===== config.mk =====
export PLATFORM = sky130hd
export DESIGN_NAME = byte_lane_regfile
export DESIGN_NICKNAME = d
export VERILOG_FILES = /design/src/rtl/blr_pkg.sv /design/src/rtl/blr_access_chk.sv /design/src/rtl/blr_wr_merge.sv /design/src/rtl/blr_rd_port.sv /design/src/rtl/byte_lane_regfile.sv
export SDC_FILE = /design/constraint.sdc
export NUM_CORES = 1
export LEC_CHECK = 0
export BUFFER_PORTS_ARGS = -buffer_cell sky130_fd_sc_hd__buf_2
export CAP_MARGIN = 20
export CORE_ASPECT_RATIO = 1.5
export CORE_MARGIN = 2
export CORE_UTILIZATION = 38
export CTS_BUF_LIST = sky130_fd_sc_hd__clkbuf_2 sky130_fd_sc_hd__clkbuf_4 sky130_fd_sc_hd__clkbuf_8
export DETAILED_ROUTE_END_ITERATION = 16
export SLEW_MARGIN = 15
export SYNTH_ARGS = -nofsm -noshare
export SYNTH_HDL_FRONTEND = slang
export SYNTH_SLANG_ARGS = --single-unit

===== constraint.sdc =====
create_clock -name clk -period 7.53 [get_ports clk]
set_clock_uncertainty 0.15 [all_clocks]
set_input_delay 2.259 -clock clk [delete_from_list [all_inputs] [get_ports clk]]
set_output_delay 2.259 -clock clk [all_outputs]
set_load 0.02 [all_outputs]

===== src/rtl/blr_pkg.sv =====
package blr_pkg;
  localparam int DATA_W    = 16;
  localparam int NUM_REGS  = 8;
  localparam int NUM_SPLIT = 4;

  typedef enum logic {ACC_WORD = 1'b0, ACC_BYTE = 1'b1} acc_size_e;
endpackage


===== src/rtl/blr_access_chk.sv =====
module blr_access_chk #(
  parameter int IW     = 3,
  parameter int NSPLIT = 4
) (
  input  logic [IW-1:0] idx,
  input  logic          bsel,
  output logic          legal
);
  // byte granularity exists only on the low-numbered registers
  always_comb begin
    legal = 1'b1;
    if (blr_pkg::acc_size_e'(bsel) == blr_pkg::ACC_BYTE && idx >= IW'(NSPLIT))
      legal = 1'b0;
  end
endmodule


===== src/rtl/blr_wr_merge.sv =====
module blr_wr_merge #(
  parameter int DW = 16
) (
  input  logic [DW-1:0] old_val,
  input  logic [DW-1:0] din,
  input  logic          bsel,
  input  logic          hi,
  output logic [DW-1:0] merged
);
  localparam int BW = DW / 2;

  always_comb begin
    if (blr_pkg::acc_size_e'(bsel) == blr_pkg::ACC_WORD)
      merged = din;
    else if (hi)
      merged = {din[BW-1:0], old_val[BW-1:0]};
    else
      merged = {old_val[DW-1:BW], din[BW-1:0]};
  end
endmodule


===== src/rtl/blr_rd_port.sv =====
module blr_rd_port #(
  parameter int DW     = 16,
  parameter int NREG   = 8,
  parameter int NSPLIT = 4,
  parameter int IW     = 3
) (
  input  logic [NREG-1:0][DW-1:0] regs,
  input  logic [IW-1:0]           idx,
  input  logic                    bsel,
  input  logic                    hi,
  output logic [DW-1:0]           dout,
  output logic                    err
);
  localparam int BW = DW / 2;

  logic          legal;
  logic [DW-1:0] word;

  blr_access_chk #(.IW(IW), .NSPLIT(NSPLIT)) u_acc (
    .idx(idx), .bsel(bsel), .legal(legal)
  );

  assign word = regs[idx];
  assign err  = ~legal;

  always_comb begin
    if (!legal)
      dout = '0;
    else if (blr_pkg::acc_size_e'(bsel) == blr_pkg::ACC_WORD)
      dout = word;
    else if (hi)
      dout = {{BW{1'b0}}, word[DW-1:BW]};
    else
      dout = {{BW{1'b0}}, word[BW-1:0]};
  end
endmodule


===== src/rtl/byte_lane_regfile.sv =====
module byte_lane_regfile #(
  parameter int DW     = blr_pkg::DATA_W,
  parameter int NREG   = blr_pkg::NUM_REGS,
  parameter int NSPLIT = blr_pkg::NUM_SPLIT,
  localparam int IW    = $clog2(NREG)
) (
  input  logic          clk,
  input  logic          rst,
  input  logic          wr_valid,
  output logic          wr_ready,
  input  logic [IW-1:0] wr_idx,
  input  logic          wr_bsel,
  input  logic          wr_hi,
  input  logic [DW-1:0] wr_data,
  output logic          wr_err,
  input  logic [IW-1:0] rd0_idx,
  input  logic          rd0_bsel,
  input  logic          rd0_hi,
  output logic [DW-1:0] rd0_data,
  output logic          rd0_err,
  input  logic [IW-1:0] rd1_idx,
  input  logic          rd1_bsel,
  input  logic          rd1_hi,
  output logic [DW-1:0] rd1_data,
  output logic          rd1_err
);
  localparam int NRD = 2;

  logic [NREG-1:0][DW-1:0] regs_q;
  logic                    wr_legal;
  logic                    wr_fire;
  logic [DW-1:0]           wr_merged;

  blr_access_chk #(.IW(IW), .NSPLIT(NSPLIT)) u_wacc (
    .idx(wr_idx), .bsel(wr_bsel), .legal(wr_legal)
  );

  blr_wr_merge #(.DW(DW)) u_merge (
    .old_val(regs_q[wr_idx]), .din(wr_data), .bsel(wr_bsel), .hi(wr_hi),
    .merged(wr_merged)
  );

  assign wr_ready = 1'b1;
  assign wr_err   = wr_valid & ~wr_legal;
  assign wr_fire  = wr_valid & wr_ready & wr_legal;

  always_ff @(posedge clk) begin
    if (rst) begin
      regs_q <= '0;
    end else if (wr_fire) begin
      regs_q[wr_idx] <= wr_merged;
    end
  end

  logic [NRD-1:0][IW-1:0] rp_idx;
  logic [NRD-1:0]         rp_bsel, rp_hi, rp_err;
  logic [NRD-1:0][DW-1:0] rp_data;

  assign rp_idx  = {rd1_idx, rd0_idx};
  assign rp_bsel = {rd1_bsel, rd0_bsel};
  assign rp_hi   = {rd1_hi, rd0_hi};

  for (genvar p = 0; p < NRD; p++) begin : g_rd
    blr_rd_port #(.DW(DW), .NREG(NREG), .NSPLIT(NSPLIT), .IW(IW)) u_rd (
      .regs(regs_q), .idx(rp_idx[p]), .bsel(rp_bsel[p]), .hi(rp_hi[p]),
      .dout(rp_data[p]), .err(rp_err[p])
    );
  end

  assign rd0_data = rp_data[0];
  assign rd1_data = rp_data[1];
  assign rd0_err  = rp_err[0];
  assign rd1_err  = rp_err[1];
endmodule


==> reports/qor.csv <==
metric,value,unit
critPathCaptureType,output pin,
min_to,regs_q[22],
drive_gt1_frac,0.230,
synth_top_cell_area_share,0.310,
fp-row-count,66,
synth_area,8260,um2
diodes,0,
cts_tree,done,
antenna_found_initial,0,
initial_core_util,0.383,
cts_hold_buf,0,
largestRegisters,regs_q (128),
powerDensity,179,nW/um2
critPathKind,in -> out,
place_area,8680,um2
dp.cells,1214,
ant_nets,0,
hold_path.class,reg -> reg,
nNetsFinal,995,
postLayoutCellArea,9130,um2
p_leak,3.37,nW
ff2ff_path_depth,5,
ys_top_cells_by_area,"dfxtp_1, mux2i_1, mux4_2",
worstReg2RegEnd,regs_q[47],
min_period,6.47,ns
slew_violations,0,
synth-edff-count,0,
worstPathMaxFanout,19,
max_freq,0.155,GHz
syn_nets,969,
clkTransAtPathRegs,0.07,ns
worstPathArrival,4.06,ns
synth_compound_area_frac,0.222,
yosys.area.top_type,dfxtp_1,
cp-start-kind,input port,
final_cells,1246,
die_area,23000,um2
wl_met2,15300,um
track_usage,0.279,
die_h,185,um
die_w,124,um
routed_via_density,6.48,
drc,0,
mostFrequentLayoutCells,"dfxtp_1, nand2_1, nor2_1",
numCtsBuffers,17,
fin_setup_tns,0,ns
yosys.area_share.simple,0.182,
final_common_cell,dfxtp_1,
clk_latency,0.45,ns
core-area,21600,um2
syn_to_final_growth,10.5,%
tightest_slew,1.10,ns
ir_drop,0.124,mV
slew_headroom,0.266,
grt_max_degree,74,
ys_ff_latch,128,
cts_setup_buffers,0,
fin_crit_sh,0.859,
htree_levels,4,
utilization,0.424,
drtIter0Drc,957,
drv_cap,0,
place.gp.congestion,0.944,
outcome,completed,
synthCells,935,
boundaryPins,70,
firstDrtPassIters,6,
routed_wirelength,32400,um
clk_path_buf_depth,2,
cts_resized,0,
yosys_warnings,0,
highest_layer,met4,
setup_violations,0,
wl_met1,11900,um
synth_area_per_cell,8.83,um2
post_synth_fa_ha_maj_area_fraction,0,
routedWlPerCell,26.0,um
portBuffers,68,
muxShareOfSynthArea,0.228,
rsz0062_at_grt,false,
clock_sinks,128,
finalHoldViolations,0,
ys_async_sr_fraction,0,
post-dp-hpwl,22100,um
met3_length,2810,um
synthFlopType,dfxtp_1,
vias,8079,
synth_xor_area_frac,0,
grt_first_pass_wirelength,48500,um
power,0.00163,W
largest_register,regs_q,
yosysSeqAreaShare,0.310,
rrSetupSlack,5.78,ns
synth.distinct_cells,61,
holdPathStages,2,
grt_remaining_overflow,0,
synth_top_family_by_area,multiplexers,
cp.required,5.12,ns
cts_root_buffer,clkbuf_8,
hp-start,regs_q[22],
r2r-start,regs_q[47],
largest_register_ff_count,128,
grt_pass1_vias,7736,
kinds of logic (layout without fill, tap and decap cells):
| logic type | Yosys count | after routing |
|---|---|---|
| multiplexers | 143 | 143 |
| buffers and inverters | 92 | 131 |
| other | 1 | 1 |
| AO/OA/AOI/OAI | 254 | 254 |
| AND/OR/NAND/NOR | 317 | 317 |
| flip-flops | 128 | 128 |
metal layers:
layer,global-route usage,up-vias
li1,-,3581
met1,0.326,3845
met2,0.470,516
met3,0.0473,137
met4,0.184,0
met5,0,-
stage by stage:
step	setup WS (ns)	hold slack (ns)
floorplan	1.62	0.302
global placement	1.10	0.314
detailed placement	1.11	0.326
CTS	1.11	0.335
global route	0.959	0.368
finish	1.06	0.340
power breakdown:
group	total, W	switching [W]	internal [W]
sequential	0.000702	0.0000134	0.000688
clock	0.000691	0.000315	0.000376
combinational	0.000240	0.000167	0.0000734
layout make-up:
type	count	area (um2)
Clock inverter	14	203
Clock buffer	18	248
Multi-Input combinational cell	715	5220
Inverter	4	15.0
Fill cell	2131	12400
Tap cell	272	340
Timing Repair Buffer	95	543
Sequential cell	128	2560
critical path: stages:
cell	delay, ns
buf_2	0.55
buf_4	0.36
mux2i_1	0.26
o22ai_1	0.10
a221o_1	0.34
buf_2	0.17
Yosys cell counts, types with 16 or more instances:
| library cell | number |
|---|---|
| dfxtp_1 | 128 |
| nor2_1 | 89 |
| o22ai_1 | 37 |
| mux2_2 | 22 |
| nand2_1 | 107 |
| mux2i_1 | 85 |
| a221o_1 | 16 |
| clkbuf_1 | 32 |
| buf_2 | 34 |
| a22oi_1 | 33 |
| o21ai_0 | 44 |
| nand3_1 | 51 |
| a21oi_1 | 56 |
| mux4_2 | 32 |
worst max-delay path by stage:
stage / from / to / slack [ns] / cells after the start
after floorplan: rd0_idx[1] / rd0_data[6] / 1.62 / 4
after global placement: rd0_idx[0] / rd0_data[7] / 1.10 / 6
after detailed placement: rd0_idx[0] / rd0_data[7] / 1.11 / 6
after CTS: rd0_idx[0] / rd0_data[7] / 1.11 / 6
after global routing: rd0_idx[0] / rd0_data[7] / 0.96 / 6
final: rd0_idx[0] / rd0_data[7] / 1.06 / 6
No activity file was read; power rests on OpenSTA's default activity.
